`src/rtl/rpi_pkg.sv`:
```
package rpi_pkg;
    typedef enum logic [1:0] {
        ST_IDLE  = 2'd0,
        ST_LOAD  = 2'd1,
        ST_COUNT = 2'd2
    } pst_t;

    localparam int DIV_W = 3;
    localparam logic [DIV_W-1:0] REF_4M  = 3'b000;
    localparam logic [DIV_W-1:0] REF_1M  = 3'b001;
    localparam logic [DIV_W-1:0] REF_32K = 3'b010;
endpackage

```
`src/rtl/rpi_rate_decode.sv`:
```
module rpi_rate_decode
    import rpi_pkg::*;
#(
    parameter int RATE_W = 4,
    parameter int CNT_W  = (2 ** RATE_W) - 1
) (
    input  logic [DIV_W-1:0]  div_sel,
    input  logic [RATE_W-1:0] rate_sel,
    output logic              run_ok,
    output logic [CNT_W-1:0]  last_cnt
);
    localparam logic [RATE_W-1:0] REMAP_ADD = RATE_W'(7);
    localparam logic [RATE_W-1:0] REMAP_MAX = RATE_W'(2);

    logic              ref_ok;
    logic [RATE_W-1:0] eff_code;

    always_comb begin
        ref_ok   = (div_sel == REF_4M) || (div_sel == REF_1M) || (div_sel == REF_32K);
        eff_code = rate_sel;
        // slow reference stretches the two fastest codes
        if ((div_sel == REF_32K) && (rate_sel != '0) && (rate_sel <= REMAP_MAX))
            eff_code = rate_sel + REMAP_ADD;
        run_ok   = ref_ok && (rate_sel != '0);
        if (run_ok)
            last_cnt = (CNT_W'(1) << (eff_code - RATE_W'(1))) - CNT_W'(1);
        else
            last_cnt = '0;
    end
endmodule

```
`src/rtl/rpi_period_ctr.sv`:
```
module rpi_period_ctr
    import rpi_pkg::*;
#(
    parameter int RATE_W = 4,
    parameter int CNT_W  = (2 ** RATE_W) - 1
) (
    input  logic              clk,
    input  logic              rst_n,
    input  logic              tick_32k,
    input  logic [DIV_W-1:0]  div_sel,
    input  logic [RATE_W-1:0] rate_sel,
    input  logic              pie,
    input  logic              run_ok,
    input  logic [CNT_W-1:0]  last_cnt,
    output logic              expire
);
    pst_t              state_q, state_d;
    logic [CNT_W-1:0]  cnt_q;
    logic [RATE_W-1:0] rate_q;
    logic [DIV_W-1:0]  div_q;
    logic              pie_q;
    logic              cfg_change;

    assign cfg_change = (rate_sel != rate_q) || (div_sel != div_q) || (pie != pie_q);

    // state register
    always_ff @(posedge clk or negedge rst_n) begin
        if (!rst_n) state_q <= ST_IDLE;
        else        state_q <= state_d;
    end

    // transitions
    always_comb begin
        state_d = state_q;
        unique case (state_q)
            ST_IDLE:  if (run_ok) state_d = ST_LOAD;
            ST_LOAD:  state_d = run_ok ? ST_COUNT : ST_IDLE;
            ST_COUNT: begin
                if (!run_ok)         state_d = ST_IDLE;
                else if (cfg_change) state_d = ST_LOAD;
            end
            default:  state_d = ST_IDLE;
        endcase
    end

    // outputs of the machine
    always_comb begin
        expire = (state_q == ST_COUNT) && run_ok && !cfg_change &&
                 tick_32k && (cnt_q == last_cnt);
    end

    always_ff @(posedge clk or negedge rst_n) begin
        if (!rst_n) begin
            cnt_q  <= '0;
            rate_q <= '0;
            div_q  <= '0;
            pie_q  <= 1'b0;
        end else begin
            rate_q <= rate_sel;
            div_q  <= div_sel;
            pie_q  <= pie;
            if (state_q != ST_COUNT || cfg_change || !run_ok)
                cnt_q <= '0;
            else if (tick_32k)
                cnt_q <= (cnt_q == last_cnt) ? '0 : cnt_q + CNT_W'(1);
        end
    end
endmodule

```
`src/rtl/rpi_flags.sv`:
```
module rpi_flags (
    input  logic clk,
    input  logic rst_n,
    input  logic expire,
    input  logic rd_c,
    input  logic pie,
    output logic pf_flag,
    output logic irqf_flag,
    output logic irq
);
    always_ff @(posedge clk or negedge rst_n) begin
        if (!rst_n) begin
            pf_flag   <= 1'b0;
            irqf_flag <= 1'b0;
        end else if (expire) begin
            pf_flag   <= 1'b1;
            irqf_flag <= 1'b1;
        end else if (rd_c) begin
            pf_flag   <= 1'b0;
            irqf_flag <= 1'b0;
        end
    end

    assign irq = irqf_flag && pie;
endmodule

```
`src/rtl/rtc_periodic_irq.sv`:
```
module rtc_periodic_irq
    import rpi_pkg::*;
#(
    parameter int RATE_W = 4
) (
    input  logic              clk,
    input  logic              rst_n,
    input  logic              tick_32k,
    input  logic [DIV_W-1:0]  div_sel,
    input  logic [RATE_W-1:0] rate_sel,
    input  logic              pie,
    input  logic              rd_c,
    output logic              pf_flag,
    output logic              irqf_flag,
    output logic              irq
);
    localparam int CNT_W = (2 ** RATE_W) - 1;

    logic             run_ok;
    logic [CNT_W-1:0] last_cnt;
    logic             expire;

    rpi_rate_decode #(.RATE_W(RATE_W), .CNT_W(CNT_W)) u_dec (
        .div_sel  (div_sel),
        .rate_sel (rate_sel),
        .run_ok   (run_ok),
        .last_cnt (last_cnt)
    );

    rpi_period_ctr #(.RATE_W(RATE_W), .CNT_W(CNT_W)) u_ctr (
        .clk      (clk),
        .rst_n    (rst_n),
        .tick_32k (tick_32k),
        .div_sel  (div_sel),
        .rate_sel (rate_sel),
        .pie      (pie),
        .run_ok   (run_ok),
        .last_cnt (last_cnt),
        .expire   (expire)
    );

    rpi_flags u_flags (
        .clk       (clk),
        .rst_n     (rst_n),
        .expire    (expire),
        .rd_c      (rd_c),
        .pie       (pie),
        .pf_flag   (pf_flag),
        .irqf_flag (irqf_flag),
        .irq       (irq)
    );
endmodule

```
`config.mk`:
```
export PLATFORM = sky130hd
export DESIGN_NAME = rtc_periodic_irq
export DESIGN_NICKNAME = d
export VERILOG_FILES = /design/src/rtl/rpi_pkg.sv /design/src/rtl/rpi_rate_decode.sv /design/src/rtl/rpi_period_ctr.sv /design/src/rtl/rpi_flags.sv /design/src/rtl/rtc_periodic_irq.sv
export SDC_FILE = /design/constraint.sdc
export NUM_CORES = 1
export LEC_CHECK = 0
export BUFFER_PORTS_ARGS = -buffer_cell sky130_fd_sc_hd__buf_2
export CAP_MARGIN = 30
export CORE_ASPECT_RATIO = 1.75
export CORE_UTILIZATION = 50
export DETAILED_ROUTE_END_ITERATION = 6
export PLACE_DENSITY_LB_ADDON = 0.1
export SYNTH_ARGS = -nofsm -noshare
export SYNTH_HDL_FRONTEND = slang
export SYNTH_SLANG_ARGS = --single-unit
```
`constraint.sdc`:
```
create_clock -name clk -period 5.6 [get_ports clk]
set_input_delay 0.56 -clock clk [delete_from_list [all_inputs] [get_ports clk]]
set_output_delay 0.56 -clock clk [all_outputs]
set_load 0.05 [all_outputs]
```
==> Word-level counts from Yosys, hierarchy flattened <==
Cells that the tools add are included.
W data, S select, Z words.
{ "op_classes": {"bitwise_logic": 0, "order_cmp": 1, "n_mux": 12, "n_addsub": 4, "shift": 1, "n_mul": 0, "div": 0, "eq_ne": 11, "reduce_logical": 22} }
{ "ops": {"columns": ["operator", "count"], "rows": [
  ["$mux W15", 4],
  ["$add A15 B1 Y15 const B", 1],
  ["$eq A15 B15 Y1", 1],
  ["$shl A1 B4 Y15 const A", 1],
  ["$sub A15 B2 Y15 const B", 1],
  ["$logic_and A1 B1 Y1", 8],
  ["$mux W2", 4],
  ["$logic_or A1 B1 Y1", 6],
  ["$pmux W2 S3", 1],
  ["$add A4 B3 Y4 const B", 1],
  ["$le A4 B2 Y1 const B", 1],
  ["$mux W4", 1],
  ["$ne A4 B4 Y1", 1],
  ["$reduce_bool A2 Y1", 2],
  ["$reduce_bool A4 Y1", 1],
  ["$sub A4 B1 Y4 const B", 1],
  ["$eq A3 B1 Y1 const B", 1],
  ["$eq A3 B2 Y1 const B", 1],
  ["$logic_not A3 Y1", 1],
  ["$ne A3 B3 Y1", 1],
  ["$ne A3 B3 Y1 const B", 1],
  ["$eq A2 B1 Y1 const B", 1],
  ["$eq A2 B2 Y1 const B", 1],
  ["$logic_not A1 Y1", 2],
  ["other kinds (6)", 7]
]} }
{ "word_totals": {"n_memories": 0, "ramBits": 0, "reg_bits": 26, "elab_cells": 57, "latchBits": 0, "input_bits": 12, "rom_bits": 0, "out_inout_bits": 3} }

==> Depth between registers and ports, before layout <==
Gate-level depths: netlist of run 1.
{ "logic_depth": {"ltp_word": 12, "depth_mapped": 19, "ltp_nobuf": 14} }

==> By module <==
A second synthesis of run 1 with hierarchy kept.
{ "unflattened": {"cells_unflattened": 234, "hier_area_um2": 1960.6} }
{ "modules_own_cells": {"columns": ["module", "seq_area_each_um2", "n_inst", "area_per_inst_um2", "cells_each"], "rows": [
  ["rpi_period_ctr", 625.6, 1, 1326.3, 135],
  ["rpi_rate_decode", 0.0, 1, 584.3, 94],
  ["rpi_flags", 25.0, 1, 50.0, 5]
]} }

==> Worst setup path after synthesis of run 1 <==
Ideal clock, no wire load.
{ "synth_timing": {"path_type": "input-to-reg", "start": "input rate_sel[0]", "end": "register u_flags.pf_flag", "stages": 17, "setup_time_ns": 0.121, "t_arrival_ns": 4.447, "path_buffers": 5, "t_required_ns": 5.479, "setup_slack_ns": 1.032, "path_cell_list": "clkbuf_1 -> buf_2 -> inv_1 -> ha_1 -> nor4b_2 -> mux2i_1 -> or2_2 -> ha_1 -> clkbuf_1 -> clkbuf_1 -> or4_1 -> o31a_1 -> a21oi_1 -> a2bb2oi_1 -> clkbuf_1 -> nor3_1 -> a22o_1"} }
{ "synth_via": {"elab_chain_cells": 11, "elab_cells_between_ends": 22, "classes_between": "3 x add/sub; 1 x order compare; 2 x eq/ne; 1 x shift; 3 x mux; 12 x reduce/logical"} }
{ "synth_rtl": {"columns": ["element", "line_no", "rtl"], "rows": [
  ["start, declared", "rtc_periodic_irq.sv:10", "input logic [RATE_W-1:0] rate_sel,"],
  ["parallel branches: the longest is 9 deep, another holds $sub A15 B2 Y15", null, null],
  ["$logic_and A1 B1 Y1 *", "rpi_period_ctr.sv:49", "tick_32k && (cnt_q == last_cnt);"],
  ["$mux W1 or $reduce_bool A2 Y1 (tied branches)", null, null],
  ["end signal, assigned", "rpi_flags.sv:13", "pf_flag <= 1'b0;"],
  ["end signal, assigned", "rpi_flags.sv:16", "pf_flag <= 1'b1;"],
  ["end signal, assigned", "rpi_flags.sv:19", "pf_flag <= 1'b0;"],
  ["end, declared", "rpi_flags.sv:7", "output logic pf_flag,"]
]} }
Mark *: on every way between the ends.
A chain may end at the register's enable or synchronous reset.

==> Worst setup path in the final report of run 1 <==
{ "layout_timing": {"start": "input rate_sel[1]", "end": "register u_ctr.cnt_q[9]"} }
{ "layout_via": {"elab_chain_cells": 12, "elab_cells_between_ends": 22, "classes_between": "3 x add/sub; 1 x order compare; 2 x eq/ne; 1 x shift; 5 x mux; 10 x reduce/logical"} }
{ "layout_rtl": {"columns": ["element", "line_no", "rtl"], "rows": [
  ["parallel branches: the longest is 12 deep, another holds $sub A15 B2 Y15", null, null],
  ["end signal, assigned", "rpi_period_ctr.sv:65", "cnt_q <= (cnt_q == last_cnt) ? '0 : cnt_q + CNT_W'(1);"],
  ["end, declared", "rpi_period_ctr.sv:18", "logic [CNT_W-1:0] cnt_q;"]
]} }
Parallel ways; which one is timed is not known. The select of a mux whose other input is x is not followed.

==> results.yml, run 1 <==
power_and_ir_drop:
  combPwrFrac_pct: 25.3
  ir_drop_mv: 0.130
  switchingPower_mw: 0.147
  sequentialPowerShare_pct: 40.9
  power_density_nw_per_um2: 170
  internal-power_mw: 0.326
  p_leak_nw: 1.02
  pwr-share-clk_pct: 33.8
  switching_share_pct: 31.1
logic_synthesis:
  synth_fp_nets: 359
  synth_enable_flop_cells: 0
  synthCells: 343
  syn-cell-area_sq_um: 2670
  synth_ff_type: "dfrtp_1"
  synthDistinctLibCells: 72
  ys_warn_count: 0
  async_flop_share_pct: 100
  ys_seq_area_share_pct: 24.3
  syn_avg_cell_area_sq_um: 7.80
  synth_seq_cells: 26
clock_network:
  root_buffer: "clkbuf_8"
  cts_buffer_depth: 2
  cts_tree: "done"
  htreeDepth: 1
  clock_sinks: 26
  numCtsBuffers: 3
  cts_resized: 0
  clock_latency_ns: 0.28
  clk_pin_slew_ns: 0.10
  cts_hold_buf: 0
  cts_setup_buffers: 0
layout:
  antenna_cells: 0
  final_common_cell: "nand2_1"
  layout_common_cells: "nand2_1 (43), dfrtp_1 (26), nor2_1 (24)"
  num-fill-cells: 497
  nNetsFinal: 353
  area_delta_synth_final_pct: 3.93
  drive_gt1_share_pct: 12.8
floorplan:
  start_util_pct: 52.8
  die_area_sq_um: 5660
  num_rows: 34
  fp.dieW_um: 57.3
  core_sq_um: 5060
  chipHeight_um: 98.7
  io_pins: 15
grt:
  antenna_found_initial: 0
  grt_max_degree: 30
  grt_pass1_vias: 2708
  global_route.usage.met2_pct: 55.7
  use_met1_pct: 36.9
  gr-total-overflow: 0
  grt_usage_pct: 31.9
  met3_usage_pct: 2.89
  busiest_layer: "met2"
  grt_pass1_wl_um: 13900
drt:
  via_per_inst: 7.01
  drc_errors: 2
  vias: 2735
  detail_route.wl_per_cell_um: 21.6
  drt_iter0_markers: 264
  routed_wl_um: 8410
  firstDrtPassIters: 7
  ant_nets: 0
sta:
  post-route-period-util_pct: 85.0
  tightest_slew_ns: 0.748
  setup_violations: 0
  clock_skew_ns: 0.0105
  slew_headroom_pct: 48.9
  setup_ws_ns: 0.842
  fin_setup_tns_ns: 0
  rsz0062_at_grt: "false"
  hold_viol: 0
  slew_violations: 0
  timing.fmax_mhz: 210
  fin_crit_ns: 4.76
worst_setup_path:
  cp_max_fo: 24
  cp_slowest_stage_delay_ns: 0.64
  cp_cell_sequence: "buf_2 > inv_1 > ha_1 > or4b_4 > nor2_1 > or4_1 > ha_1 > buf_4 > xnor2_1 > a21boi_0 > a221o_1 > nor4_4 > nand4_4 > o31ai_4 > o211ai_1"
  worstSetupEndpointType: "flop"
  crit_path_frequent_cell: "ha_1"
  critPathKind: "input pin to flop"
  arrival_ns: 4.89
  critPathRequiredTime_ns: 5.73
  cp_slowest_cell: "or4b_4"
  cp-start-kind: "input pin"
  reg2regPathDepth: 8
outcome:
  outcome: "finished, violations left"
  violations: "design-rule violations"
place:
  port_buffers: 14
  pre_cts_ws_ns: 0.618
  routabilityCongestion: 0.966
  dp_hpwl_um: 6050
worst_hold_path:
  worstHoldPathType: "input pin to async pin"
flow_run:
  drv_cap: 0
through the flow:
stage / utilization, % / cell area, sq um / instances / hold WS [ns] / power [mW]
3_5_place_dp: 53.5 / 2710 / 386 / 0.454 / 0.314
6_report: 54.9 / 2780 / 390 / 0.270 / 0.473
5_1_grt: 54.9 / 2780 / 390 / 0.309 / 0.495
2_1_floorplan: - / 2670 / 343 / 0.264 / 0.279
4_1_cts: 54.9 / 2780 / 390 / 0.283 / 0.476
3_3_place_gp: 53.3 / 2700 / 385 / 0.455 / 0.313
cell families (layout without fill, tap and decap cells):
group / after synthesis / in the layout / share of synthesized area (%)
simple gates: 149 / 149 / 30.2
compound gates: 102 / 102 / 29.3
buf+inv: 41 / 34 / 7.11
flops: 26 / 26 / 24.3
xor+xnor: 15 / 15 / 4.91
mux: 6 / 6 / 2.29
fa+ha+maj: 4 / 4 / 1.87
Yosys cell counts (3+ instances only):
cell type,count,area share (%)
a2111oi_0,4,1.3
a211oi_1,3,0.84
a21oi_1,12,2.2
a22o_1,4,1.3
a31oi_1,5,1.2
and2_1,5,1.2
and3_1,3,0.70
buf_1,4,0.56
buf_2,5,0.94
buf_6,3,1.3
clkbuf_1,18,2.5
dfrtp_1,26,24
ha_1,4,1.9
inv_1,8,1.1
mux2i_1,5,1.9
nand2_1,43,6.0
nand2b_1,5,1.2
nand3_1,14,2.6
nand3b_1,4,1.1
nand4_1,3,0.70
nor2_1,24,3.4
nor2b_1,5,1.2
nor3_1,9,1.7
nor4_1,8,1.9
o211ai_1,16,4.5
o21ai_0,9,1.7
o21ai_1,3,0.56
o311ai_0,3,0.98
o311ai_1,10,3.3
o31a_1,5,1.6
or2_2,6,1.4
or3_1,5,1.2
or4_1,3,0.84
xnor2_1,7,2.3
xor2_1,8,2.6
metal layers:
metal  vias to the layer above  routed length [um]
met4                         0                 518
met3                        42                 455
met2                       122                4260
met5                         -                   0
met1                      1291                3170
li1                       1280                   -
cell type report:
class | instances | area, sq um | area share [%]
multi-input combinational | 276 | 1830 | 66.0
inverter | 9 | 33.8 | 1.22
tap | 54 | 67.6 | 2.43
clock buffer | 3 | 41.3 | 1.49
clock inverter | 1 | 30.0 | 1.08
sequential | 26 | 651 | 23.4
timing repair buffer | 21 | 123 | 4.41
flip-flops by register name (all words and copies together), names as in the netlist:
name and cells:
u_ctr.cnt_q 15, u_ctr.div_q 3, u_ctr.pie_q 1, u_ctr.rate_q 4, u_ctr.state_q 2, u_flags.pf_flag 1
power groups by stage:
stage | registers, mW | clock network, mW | logic (mW)
after detailed placement | 0.197 | 0 | 0.117
after floorplan | 0.197 | 0 | 0.0820
after global routing | 0.194 | 0.172 | 0.129
final | 0.193 | 0.160 | 0.120
after CTS | 0.193 | 0.165 | 0.117
after global placement | 0.197 | 0 | 0.116
worst paths after layout:
path	startpoint	end	slack (ns)
worst min register to register	u_ctr.state_q[0]	u_ctr.state_q[0]	0.47
max in group asynchronous	rst_n	u_ctr.cnt_q[4]	4.92
worst min-delay path	rst_n	u_ctr.pie_q	0.27
min in group clk	pie	u_ctr.pie_q	0.42
worst max-delay path	rate_sel[1]	u_ctr.cnt_q[9]	0.84
worst max register to register	u_ctr.cnt_q[6]	u_ctr.cnt_q[9]	2.80
critical path, delay by kind of cell:
kind	cells	cell delay, ns
simple gates	5	1.58
compound gates	4	1.24
buf+inv	3	0.79
fa+ha+maj	2	0.57
xor+xnor	1	0.14
(Power assumes the default switching activity.)
==> run 2, diff against run 1 <==
Settings changed: ABC_AREA set to 1.
Clock period 5.6 ns to 4.3 ns, I/O delays scaled along.
==> results.yml, run 2 <==
sta:
  fin_crit_ns: 3.06
  fin_setup_tns_ns: 0
  timing.fmax_mhz: 326
  post-route-period-util_pct: 71.3
  tightest_slew_ns: 0.648
  slew_violations: 0
  setup_violations: 0
  rsz0062_at_grt: "false"
  hold_viol: 0
  clock_skew_ns: 0.00484
  slew_headroom_pct: 56.4
logic_synthesis:
  post-synth-top-count-cell: "nand2_1"
  synthDistinctLibCells: 30
  ys_warn_count: 0
  synth_compound_area_share_pct: 4.41
  synth_fp_nets: 407
  synthSimpleGateAreaFrac_pct: 55.0
  synth_common_cells: "nand2_1 (138), nor2_1 (52), inv_1 (43)"
  synth_top_area_cell: "dfrtp_1"
  syn_avg_cell_area_sq_um: 6.10
  synth_enable_flop_cells: 0
  synthCells: 391
  synth_xor_area_share_pct: 1.47
  ys_top_cells_by_area: "dfrtp_1 (27%), nand2_1 (22%), nor2_1 (8.2%)"
  synth_seq_cells: 26
  syn-cell-area_sq_um: 2380
  yosysTopAreaCellShare_pct: 27.3
  synth_fa_ha_area_share_pct: 2.10
  synth.area.mux_share_pct: 0
  async_flop_share_pct: 100
  synth_top_family_by_area: "simple AND/OR/NAND/NOR gates"
  ys_seq_area_share_pct: 27.3
  synth_ff_type: "dfrtp_1"
worst_hold_path:
  worstHoldPathType: "input pin to async pin"
power_and_ir_drop:
  p_leak_nw: 1.32
  ir_drop_mv: 0.195
  power_density_nw_per_um2: 233
drt:
  via_per_inst: 5.39
  wl_met2_um: 3250
  drt-met1-wl_um: 2290
  drt_iter0_markers: 63
  wl_met3_um: 222
  detail_route.wl_per_cell_um: 13.4
  routed_wl_um: 6140
  ant_nets: 0
  drc_errors: 0
  routed.top_layer: "met4"
  firstDrtPassIters: 4
  vias: 2461
clock_network:
  cts_setup_buffers: 0
  cts_hold_buf: 0
  cts_resized: 0
  clock_latency_ns: 0.27
  htreeDepth: 1
  cts_tree: "done"
  root_buffer: "clkbuf_8"
  clk_pin_slew_ns: 0.10
  cts_buffer_depth: 2
  clock_sinks: 26
  numCtsBuffers: 3
floorplan:
  fp.dieW_um: 54.2
  chipHeight_um: 93.4
  start_util_pct: 53.2
  core_sq_um: 4480
  num_rows: 32
  die_area_sq_um: 5060
  io_pins: 15
grt:
  grt_pass1_wl_um: 10500
  grt_usage_pct: 28.4
  gr-total-overflow: 0
  antenna_found_initial: 0
  grt_max_degree: 27
  grt_pass1_vias: 2375
worst_setup_path:
  crit_path_frequent_cell: "nand2_1"
  cp-start-kind: "input pin"
  cp_slowest_stage_delay_ns: 0.30
  cp.buffers_inverters: 3
  critPathRequiredTime_ns: 4.47
  worstSetupEndpointType: "flop"
  r2r_slack_ns: 1.70
  cp_slowest_cell: "ha_1"
  arrival_ns: 3.24
  critPathKind: "input pin to flop"
  cp_max_fo: 15
  reg2regPathDepth: 10
  reg2reg_from: "u_ctr.div_q[2]"
  crit_family: "simple AND/OR/NAND/NOR gates"
  r2r_end: "u_ctr.cnt_q[2]"
place:
  port_buffers: 14
  dp_hpwl_um: 4930
  routabilityCongestion: 0.994
  placed_cell_area_sq_um: 2500
layout:
  post-route-util_pct: 57.4
  nNetsFinal: 423
  largest_reg_flops: 15
  layout_common_cells: "nand2_1 (138), nor2_1 (52), inv_1 (43)"
  final_common_cell: "nand2_1"
  fin_area_sq_um: 2580
  area_delta_synth_final_pct: 8.03
  drive_gt1_share_pct: 15.0
  antenna_cells: 0
  reg_top3: "u_ctr.cnt_q x15, u_ctr.rate_q x4, u_ctr.div_q x3"
  regMostFlops: "u_ctr.cnt_q"
outcome:
  outcome: "completed"
flow_run:
  drv_cap: 0
run 2: changes by cell type after synthesis, sizes merged, moves of 11 or more:
cell / change
clkbuf: -17
nand3: +27
o211ai: -16
o311ai: -13
nand2: +106
inv: +44
nor2: +40
nand4: +11
run 2: logic make-up after synthesis:
logic type               Yosys count
adder cells (fa/ha/maj)            4
buffers and inverters             58
XOR/XNOR                           4
AND/OR/NAND/NOR                  280
flip-flops                        26
AO/OA/AOI/OAI                     19
run 2: final cells by class:
type	instances	area, sq um
clock buffers	3	41.3
flip-flops and latches	26	651
repair buffers	17	92.6
inverters	52	195
fillers	471	1910
well taps	51	63.8
multi-input cells	307	1500
clock inverters	1	30.0
run 2: metal layers:
layer  up-vias  track usage, %
li1       1262               -
met1      1110            28.1
met2        62            49.7
met3        27            4.88
met4         0            19.9
met5         -               0
run 2: how the worst max path moves through the flow:
stage,end,cells after the start,slack (ns),startpoint
final,u_ctr.cnt_q[2],25,1.24,rate_sel[0]
after global routing,u_ctr.cnt_q[0],25,0.87,rate_sel[0]
after CTS,u_ctr.cnt_q[2],25,1.21,rate_sel[0]
after detailed placement,u_ctr.cnt_q[2],25,0.90,rate_sel[0]
after global placement,u_ctr.cnt_q[1],25,0.91,rate_sel[0]
after floorplan,u_ctr.cnt_q[5],24,1.40,rate_sel[0]
run 2: where the power goes:
part	internal, mW	switching [mW]	leakage, nW
clock	0.125	0.0844	0.0357
combinational	0.0424	0.0967	0.936
sequential	0.249	0.00276	0.343
total	0.416	0.184	1.32
run 2: per-stage QoR:
stage / hold WS [ns] / setup slack (ns) / total power [mW] / instances
6_report: 0.158 / 1.24 / 0.600 / 457
5_1_grt: 0.201 / 0.871 / 0.641 / 457
4_1_cts: 0.184 / 1.21 / 0.607 / 457
3_5_place_dp: 0.465 / 0.904 / 0.396 / 453
3_3_place_gp: 0.462 / 0.908 / 0.394 / 452
2_1_floorplan: 0.134 / 1.40 / 0.357 / 391
run 2: worst reg2reg max path, delay by kind of cell (launching register included):
family | cells | cell delay (ns)
and+or+nand+nor | 8 | 1.83
buffers and inverters | 2 | 0.33
DFF | 1 | 0.39
==> run 3, diff against run 2 <==
Settings changed: ABC_AREA 1 to 0.
Clock period 4.3 ns to 2.95 ns, I/O delays scaled along.
==> results.yml, run 3 (synthesized netlist as in run 1, its figures left out) <==
outcome:
  outcome: "finished, violations left"
  violations: "design-rule violations, negative setup slack"
clock_network:
  clock_sinks: 26
  cts_tree: "done"
  cts_buffer_depth: 2
  htreeDepth: 1
  numCtsBuffers: 3
  clk_pin_slew_ns: 0.11
  clock_latency_ns: 0.29
  root_buffer: "clkbuf_8"
floorplan:
  fp.dieW_um: 57.3
  die_area_sq_um: 5660
  io_pins: 15
  num_rows: 34
  start_util_pct: 52.8
  chipHeight_um: 98.7
  core_sq_um: 5060
sta:
  fin_hold_ws_ns: 0.00863
  setup_ws_ns: -0.314
  clock_skew_ns: 0.00840
  rsz0062_at_grt: "true"
  hold_viol: 0
  fin_crit_ns: 3.26
  post-route-period-util_pct: 111
  timing.fmax_mhz: 306
  tightest_slew_ns: 0.630
  slew_headroom_pct: 58.0
  setup_violations: 16
  slew_violations: 0
worst_hold_path:
  worstHoldPathType: "input pin to async pin"
grt:
  grt_max_degree: 27
  grt_pass1_wl_um: 15600
  gr-total-overflow: 0
  antenna_found_initial: 0
  grt_usage_pct: 35.9
  grt_pass1_vias: 3162
worst_setup_path:
  reg2regPathDepth: 9
  cp_max_fo: 7
  arrival_ns: 3.43
  cp-start-kind: "input pin"
  critPathKind: "input pin to flop"
  cp_slowest_cell: "or4_1"
  critPathRequiredTime_ns: 3.12
  cp_cell_sequence: "buf_12 > clkinv_8 > ha_4 > nor4b_4 > mux2i_1 > or2_4 > ha_4 > or4_1 > and4_1 > o211ai_1 > o211a_1 > nand4_4 > o31ai_4 > clkbuf_16 > o211ai_1"
  cp.buffers_inverters: 3
  crit_family: "simple AND/OR/NAND/NOR gates"
  reg2reg_from: "u_ctr.cnt_q[13]"
  worstSetupEndpointType: "flop"
  cp_slowest_stage_delay_ns: 0.38
  r2r_slack_ns: 0.18
  r2r_end: "u_ctr.cnt_q[7]"
layout:
  reg_top3: "u_ctr.cnt_q x15, u_ctr.rate_q x4, u_ctr.div_q x3"
  layout_common_cells: "buf_4 (70), nand2_1 (43), dfrtp_1 (26)"
  regMostFlops: "u_ctr.cnt_q"
  drive_gt1_share_pct: 35.6
  largest_reg_flops: 15
  nNetsFinal: 427
  antenna_cells: 0
  final_common_cell: "buf_4"
  area_delta_synth_final_pct: 37.9
drt:
  drc_errors: 3
  via_per_inst: 6.78
  vias: 3145
  routed_wl_um: 9840
  ant_nets: 0
  detail_route.wl_per_cell_um: 21.2
  firstDrtPassIters: 7
  drt_iter0_markers: 279
power_and_ir_drop:
  p_leak_nw: 1.45
  ir_drop_mv: 0.240
  power_density_nw_per_um2: 285
place:
  pre_cts_ws_ns: -0.601
  dp_hpwl_um: 6750
  port_buffers: 14
  routabilityCongestion: 1.04
flow_run:
  drv_cap: 0
==> run 3: cell count changes in the layout (fill, tap and decap cells not counted), sizes merged, moves of 6 or more <==
cell / change
a2111oi: +6
buf: +77
inv: -45
nand2: -106
nand3: -27
nand4: -11
nor2: -40
nor4: +6
o211ai: +16
o311ai: +13
o31a: +6
or2: +8
xnor2: +6
==> run 3: power breakdown <==
| group | internal, mW | switching (mW) | total [mW] |
|---|---|---|---|
| combinational | 0.168 | 0.204 | 0.371 |
| sequential | 0.363 | 0.00393 | 0.367 |
| clock | 0.182 | 0.131 | 0.313 |
| total | 0.713 | 0.339 | 1.05 |
==> run 3: area by class of cell <==
class	count	area, sq um
multi-input combinational	276	2070
fill	389	1380
timing repair buffer	95	776
sequential	26	651
tap	54	67.6
inverter	9	48.8
clock buffer	3	41.3
clock inverter	1	30.0
==> run 3: worst max path at each step <==
stage / startpoint / to / slack [ns] / cells after the start
CTS: rate_sel[1] / u_ctr.cnt_q[1] / -0.21 / 14
detailed placement: rate_sel[1] / u_ctr.cnt_q[14] / -0.60 / 15
global route: rate_sel[1] / u_ctr.cnt_q[11] / -0.42 / 15
floorplan: rate_sel[0] / u_ctr.cnt_q[10] / -0.55 / 17
global placement: rate_sel[1] / u_ctr.cnt_q[6] / -0.56 / 14
finish: rate_sel[1] / u_ctr.cnt_q[7] / -0.31 / 15
==> run 3: layer usage <==
layer	track usage (%)	vias up	share of wire (%)
li1	-	1425	-
met1	39.3	1504	36
met2	64.3	155	51
met3	3.81	61	5.5
met4	22.3	0	6.9
met5	0	-	0
==> run 3: metrics by stage <==
stage	TNS (ns)	util, %	cells	area, sq um	power (mW)
4_1_cts	-2.54	70.6	461	3570	1.03
3_3_place_gp	-8.19	63.7	441	3230	0.672
3_5_place_dp	-8.97	63.9	442	3230	0.675
5_1_grt	-5.90	72.8	464	3690	1.09
6_report	-4.10	72.8	464	3690	1.05
2_1_floorplan	-8.38	-	343	2820	0.551
==> run 3: what timing repair did <==
item | CTS | global route
hold endpoints to repair | 0 | 0
setup buffers | 14 | 3
cloned | 1 | 1
setup endpoints to repair | 16 | 16
hold buffers | 0 | 0
pin swaps | 29 | 11
resized for setup | 30 | 15
